<file path="src/rtl/pwb_pkg.sv">
package pwb_pkg;
  localparam int ADDR_W = 16;
  localparam int DATA_W = 16;
  localparam int BEN_W  = DATA_W / 8;

  typedef struct packed {
    logic [ADDR_W-1:0] addr;
    logic [DATA_W-1:0] data;
    logic [BEN_W-1:0]  ben;
    logic              is_io;
  } pwb_entry_t;

  localparam int ENTRY_W = $bits(pwb_entry_t);
endpackage

</file>
<file path="src/rtl/pwb_rst_sync.sv">
module pwb_rst_sync #(
  parameter int STAGES = 2
) (
  input  logic clk_i,
  input  logic rst_n_i,
  output logic rst_q_n
);
  logic [STAGES-1:0] sync_q;

  always_ff @(posedge clk_i or negedge rst_n_i) begin
    if (!rst_n_i) begin
      sync_q <= '0;
    end else begin
      sync_q <= {sync_q[STAGES-2:0], 1'b1};
    end
  end

  assign rst_q_n = sync_q[STAGES-1];
endmodule

</file>
<file path="src/rtl/pwb_ring.sv">
module pwb_ring #(
  parameter int DEPTH = 4,
  parameter int EW    = 35
) (
  input  logic          clk_i,
  input  logic          rst_n_i,
  input  logic          push_i,
  input  logic [EW-1:0] din_i,
  input  logic          pop_i,
  output logic [EW-1:0] dout_o,
  output logic          full_o,
  output logic          empty_o
);
  localparam int PW = (DEPTH > 1) ? $clog2(DEPTH) : 1;
  localparam int CW = $clog2(DEPTH + 1);

  logic [EW-1:0] mem_q [DEPTH];
  logic [PW-1:0] wr_q, wr_d;
  logic [PW-1:0] rd_q, rd_d;
  logic [CW-1:0] cnt_q, cnt_d;

  function automatic logic [PW-1:0] bump(input logic [PW-1:0] p);
    if (p == PW'(DEPTH - 1)) return '0;
    return p + PW'(1);
  endfunction

  // next state
  always_comb begin
    wr_d  = wr_q;
    rd_d  = rd_q;
    cnt_d = cnt_q;
    if (push_i) wr_d = bump(wr_q);
    if (pop_i)  rd_d = bump(rd_q);
    cnt_d = cnt_q + CW'(push_i) - CW'(pop_i);
  end

  // pointer and count registers
  always_ff @(posedge clk_i or negedge rst_n_i) begin
    if (!rst_n_i) begin
      wr_q  <= '0;
      rd_q  <= '0;
      cnt_q <= '0;
    end else begin
      wr_q  <= wr_d;
      rd_q  <= rd_d;
      cnt_q <= cnt_d;
    end
  end

  // storage, one clock enable per slot, no reset
  for (genvar i = 0; i < DEPTH; i++) begin : g_slot
    logic slot_en;
    assign slot_en = push_i && (wr_q == PW'(i));
    always_ff @(posedge clk_i) begin
      if (slot_en) mem_q[i] <= din_i;
    end
  end

  assign dout_o  = mem_q[rd_q];
  assign full_o  = (cnt_q == CW'(DEPTH));
  assign empty_o = (cnt_q == '0);
endmodule

</file>
<file path="src/rtl/pwb_host_gate.sv">
module pwb_host_gate #(
  parameter int NUM_SOCK = 2,
  parameter int SEL_W    = 1
) (
  input  logic                wr_i,
  input  logic [SEL_W-1:0]    sel_i,
  input  logic [NUM_SOCK-1:0] full_i,
  input  logic [NUM_SOCK-1:0] pop_i,
  output logic [NUM_SOCK-1:0] push_o,
  output logic                rdy_o
);
  always_comb begin
    rdy_o  = 1'b1;
    push_o = '0;
    for (int s = 0; s < NUM_SOCK; s++) begin
      if (sel_i == SEL_W'(s)) begin
        rdy_o     = !full_i[s] || pop_i[s];
        push_o[s] = wr_i && rdy_o;
      end
    end
  end
endmodule

</file>
<file path="src/rtl/pwb_drain.sv">
module pwb_drain
  import pwb_pkg::*;
(
  input  logic              empty_i,
  input  logic              ack_i,
  input  pwb_entry_t        head_i,
  output logic              req_o,
  output logic              pop_o,
  output logic [ADDR_W-1:0] addr_o,
  output logic [DATA_W-1:0] data_o,
  output logic [BEN_W-1:0]  be_o,
  output logic              io_o
);
  assign req_o  = !empty_i;
  assign pop_o  = req_o && ack_i;
  assign addr_o = head_i.addr;
  assign data_o = head_i.data;
  assign be_o   = head_i.ben;
  assign io_o   = head_i.is_io;
endmodule

</file>
<file path="src/rtl/pwb_buffer_top.sv">
module pwb_buffer_top
  import pwb_pkg::*;
#(
  parameter int NUM_SOCK = 2,
  parameter int DEPTH    = 4,
  localparam int SEL_W   = (NUM_SOCK > 1) ? $clog2(NUM_SOCK) : 1
) (
  input  logic                       clk_i,
  input  logic                       rst_n_i,
  input  logic                       hst_wr_i,
  input  logic [SEL_W-1:0]           hst_sel_i,
  input  logic [ADDR_W-1:0]          hst_addr_i,
  input  logic [DATA_W-1:0]          hst_data_i,
  input  logic [BEN_W-1:0]           hst_be_i,
  input  logic                       hst_io_i,
  output logic                       hst_rdy_o,
  output logic [NUM_SOCK-1:0]        crd_req_o,
  input  logic [NUM_SOCK-1:0]        crd_ack_i,
  output logic [NUM_SOCK*ADDR_W-1:0] crd_addr_o,
  output logic [NUM_SOCK*DATA_W-1:0] crd_data_o,
  output logic [NUM_SOCK*BEN_W-1:0]  crd_be_o,
  output logic [NUM_SOCK-1:0]        crd_io_o,
  output logic [NUM_SOCK-1:0]        empty_o
);
  logic                rst_q_n;
  logic [NUM_SOCK-1:0] push_w, pop_w, full_w, empty_w;
  pwb_entry_t          in_entry;

  pwb_rst_sync #(.STAGES(2)) rst_sync_i (
    .clk_i   (clk_i),
    .rst_n_i (rst_n_i),
    .rst_q_n (rst_q_n)
  );

  assign in_entry = '{addr: hst_addr_i, data: hst_data_i, ben: hst_be_i, is_io: hst_io_i};

  pwb_host_gate #(.NUM_SOCK(NUM_SOCK), .SEL_W(SEL_W)) gate_i (
    .wr_i   (hst_wr_i),
    .sel_i  (hst_sel_i),
    .full_i (full_w),
    .pop_i  (pop_w),
    .push_o (push_w),
    .rdy_o  (hst_rdy_o)
  );

  for (genvar s = 0; s < NUM_SOCK; s++) begin : g_sock
    logic [ENTRY_W-1:0] head_raw;
    pwb_entry_t         head;

    pwb_ring #(.DEPTH(DEPTH), .EW(ENTRY_W)) ring_i (
      .clk_i   (clk_i),
      .rst_n_i (rst_q_n),
      .push_i  (push_w[s]),
      .din_i   (in_entry),
      .pop_i   (pop_w[s]),
      .dout_o  (head_raw),
      .full_o  (full_w[s]),
      .empty_o (empty_w[s])
    );

    assign head = pwb_entry_t'(head_raw);

    pwb_drain drain_i (
      .empty_i (empty_w[s]),
      .ack_i   (crd_ack_i[s]),
      .head_i  (head),
      .req_o   (crd_req_o[s]),
      .pop_o   (pop_w[s]),
      .addr_o  (crd_addr_o[s*ADDR_W +: ADDR_W]),
      .data_o  (crd_data_o[s*DATA_W +: DATA_W]),
      .be_o    (crd_be_o[s*BEN_W +: BEN_W]),
      .io_o    (crd_io_o[s])
    );
  end

  assign empty_o = empty_w;
endmodule

</file>
<file path="config.mk">
export PLATFORM = sky130hd
export DESIGN_NAME = pwb_buffer_top
export DESIGN_NICKNAME = d
export VERILOG_FILES = /design/src/rtl/pwb_pkg.sv /design/src/rtl/pwb_rst_sync.sv /design/src/rtl/pwb_ring.sv /design/src/rtl/pwb_host_gate.sv /design/src/rtl/pwb_drain.sv /design/src/rtl/pwb_buffer_top.sv
export SDC_FILE = /design/constraint.sdc
export NUM_CORES = 1
export LEC_CHECK = 0
export ABC_CLOCK_PERIOD_IN_PS = 2800
export BUFFER_PORTS_ARGS = -buffer_cell sky130_fd_sc_hd__buf_2
export CAP_MARGIN = 40
export CELL_PAD_IN_SITES_DETAIL_PLACEMENT = 1
export CELL_PAD_IN_SITES_GLOBAL_PLACEMENT = 1
export CORE_ASPECT_RATIO = 1.1
export CORE_MARGIN = 10
export CORE_UTILIZATION = 55
export CTS_CLUSTER_DIAMETER = 30
export DETAILED_ROUTE_END_ITERATION = 12
export PLACE_DENSITY_LB_ADDON = 0.08
export SETUP_SLACK_MARGIN = 0.05
export SKIP_LAST_GASP = 1
export SYNTH_ARGS = -nofsm -noshare
export SYNTH_HDL_FRONTEND = slang
export SYNTH_HIERARCHICAL = 1
export SYNTH_SLANG_ARGS = --single-unit
</file>
<file path="constraint.sdc">
create_clock -name clk_i -period 2.8 [get_ports clk_i]
set_clock_uncertainty 0.05 [all_clocks]
set_input_delay 0.14 -clock clk_i [delete_from_list [all_inputs] [get_ports clk_i]]
set_output_delay 0.14 -clock clk_i [all_outputs]
set_load 0.02 [all_outputs]
</file>
==> reports/metrics.yaml <==
grt:
  grt_pass1_wl_um: 37600
  grt_pass1_vias: 6099
  grt_antenna_before_repair: 0
  track_usage: 0.177
  grt_max_degree: 29
  gr-total-overflow: 0
yosys:
  async_flop_share: 0.0541
  yosys.cell_count.top_type: "edfxtp_1"
  synth_seq_area_share: 0.754
  synth_cells: 522
  synth-seq-cells: 296
  post-synth-top-area-fraction: 0.720
  synth_common_cells: "280 x edfxtp_1, 70 x buf_4, 56 x mux4_2, 16 x dfrtp_1, 15 x inv_1"
  synth_edf_count: 280
  syn_area_um2: 11700
  synth_top_cell_by_area: "edfxtp_1"
  synth_cell_types: 27
  avgSynthCellArea_um2: 22.4
  syn_nets: 579
  ys_warn_count: 6
  synth_top_flop_cell: "edfxtp_1"
  synth_area_leaders: "edfxtp_1 72%, mux4_2 11%, buf_4 4.5%"
drt:
  drt-pass1-iter-count: 4
  ant_nets: 0
  wl_um: 24300
  drc_errors: 0
  drt_iter0_drc: 370
  vias_per_cell: 5.48
  routedWlPerCell_um: 24.8
  vias: 5369
clock_tree:
  tritoncts: "done"
  postCtsSetupBuffers: 0
  cts.htree.levels: 2
  clk_pin_slew_worst_paths_ps: 40
  clock_latency_ps: 520
  clock_sinks: 296
  cts_buffers: 47
  cts-root-buf: "clkbuf_16"
  clk_path_buf_depth: 3
timing:
  slew_violations: 0
  fin_crit_ps: 2510
  tightest_slew_ps: 611
  hold_viol: 0
  finalSetupViolCount: 0
  final.setup.tns_ps: 0
  min_period_over_period: 0.897
  rsz0062_at_grt: "false"
  max_slew_margin: 0.593
  hold_slack_ps: 69.8
  max_freq_ghz: 0.398
worst_setup_path:
  crit_chain: "buf_12, mux4_2, buf_2"
  crit_family: "flip-flops"
  worst-path-buf-inv: 2
  cp.required_ps: 2610
  worstSetupEndpointType: "output port"
  cp_slowest_stage_delay_ps: 690
  cp-start-kind: "flip-flop"
  worst_ep_arrival_time_ps: 2320
  cp-startpoint: "g_sock[1].ring_i/rd_q[0]"
  timing.rr.start: "g_sock[0].ring_i/cnt_q[2]"
  worstSetupPathType: "reg2out"
  cp_slowest_cell: "dfrtp_2"
  cp_max_fo: 23
place:
  placed_area_um2: 12100
  dpl.hpwl_um: 14900
  place_congestion: 0.750
  port_buffers: 115
layout:
  fin_area_um2: 14200
  syn2layout_area_growth_pct: 21.2
  antenna_cells: 0
  fillers: 1660
  multiInputGateArea_um2: 2120
  final_nets: 714
  regArea_um2: 8810
  drive_above_1_share: 0.414
floorplanning:
  dieArea_um2: 27500
  die_y_um: 173
  rows: 55
  coreArea_um2: 20700
  io_pins: 116
  initial_core_util: 0.564
  die-width_um: 159
min_path:
  worstHoldStart: "hst_wr_i"
  hold_path_class: "in2reg"
flow_run:
  max_cap_violations: 0
outcome:
  status: "completed"
pwr:
  power_density_nw_per_um2: 1120
  leakagePower_nw: 5.04
  ir_drop_mv: 0.811
tightest hold or removal path: stages:
cell     delay [ps]
buf_2           110
nand2_1          70
a21oi_1         120
o21ai_0         160
power breakdown:
part	switching (mW)	internal (mW)
clock	2.06	3.87
combinational	2.35	1.74
sequential	0.367	5.41
cell families (layout without fill, tap and decap cells):
logic type               after synthesis  in the layout  share of synthesized area
adder cells (fa/ha/maj)               16             16                     0.0184
multiplexers                          74             74                      0.143
buffers and inverters                101            274                     0.0655
AND/OR/NAND/NOR                       24             24                     0.0126
other                                  1              1                   0.000321
flip-flops                           296            296                      0.754
AO/OA/AOI/OAI                          6              6                    0.00268
XOR/XNOR                               4              4                    0.00300
final timing paths:
check / to / slack [ps] / depth (start not counted)
setup / recovery: crd_addr_o[25] / 290 / 3
hold / removal: g_sock[1].ring_i/wr_q[0] / 70 / 4
setup reg to reg: g_sock[0].ring_i/mem_q[1][21] / 310 / 6
hold reg to reg: g_sock[0].ring_i/wr_q[0] / 210 / 0
max in group asynchronous: g_sock[0].ring_i/rd_q[1] / 2060 / 0
min in group asynchronous: g_sock[0].ring_i/wr_q[0] / 210 / 0
flip-flops by register name, summed over array words and instances (netlist names):
signal               count
g_sock.ring_i/rd_q       4
g_sock.ring_i/mem_q    280
g_sock.ring_i/cnt_q      6
g_sock.ring_i/wr_q       4
rst_sync_i/sync_q        2
per-stage QoR:
step / setup WS [ps] / instances / utilization / power (mW)
global route: 64.4 / 980 / 0.683 / 16.5
global placement: 502 / 855 / 0.585 / 9.85
CTS: 218 / 980 / 0.683 / 16.0
floorplan: 244 / 522 / - / 9.41
finish: 289 / 980 / 0.683 / 15.8
detailed placement: 345 / 855 / 0.585 / 9.98
area by class of cell:
cell class,count,share of cell area
multi-input combinational,125,0.150
tap,285,0.0252
timing repair buffer,172,0.0820
inverter,15,0.00398
clock buffer,51,0.0871
clock inverter,36,0.0296
sequential,296,0.623
layout by cell type, fill, tap and decap left out, types with 2 or more instances in the layout:
| cell type | count |
|---|---|
| clkbuf_1 | 2 |
| buf_12 | 5 |
| xnor2_1 | 3 |
| and2_2 | 8 |
| or3b_2 | 2 |
| nor2_1 | 2 |
| o21ai_0 | 4 |
| nor2b_1 | 3 |
| buf_4 | 14 |
| clkinvlp_4 | 5 |
| fa_1 | 2 |
| mux2_2 | 4 |
| nand2_1 | 3 |
| clkbuf_16 | 49 |
| edfxtp_1 | 280 |
| buf_2 | 115 |
| dfrtp_2 | 4 |
| mux4_2 | 56 |
| dfrtp_1 | 12 |
| nor3_1 | 2 |
| dlygate4sd3_1 | 38 |
| inv_6 | 6 |
| clkinv_1 | 6 |
| mux4_1 | 14 |
| bufinv_16 | 7 |
| ha_1 | 14 |
| and3_1 | 2 |
| clkinv_2 | 5 |
| clkinv_4 | 5 |
| inv_1 | 15 |
layer usage:
layer	vias to the layer above	wire [µm]	GRT usage
met2	163	12600	0.295
met3	29	1380	0.0430
met1	2855	9900	0.227
met4	0	423	0.0553
li1	2322	-	-
met5	-	0	0
what timing repair did:
item                      CTS  global route
hold endpoints to repair  283             0
resized for setup           0             0
hold buffers               38             0
Power figures use the tool's default switching activity.
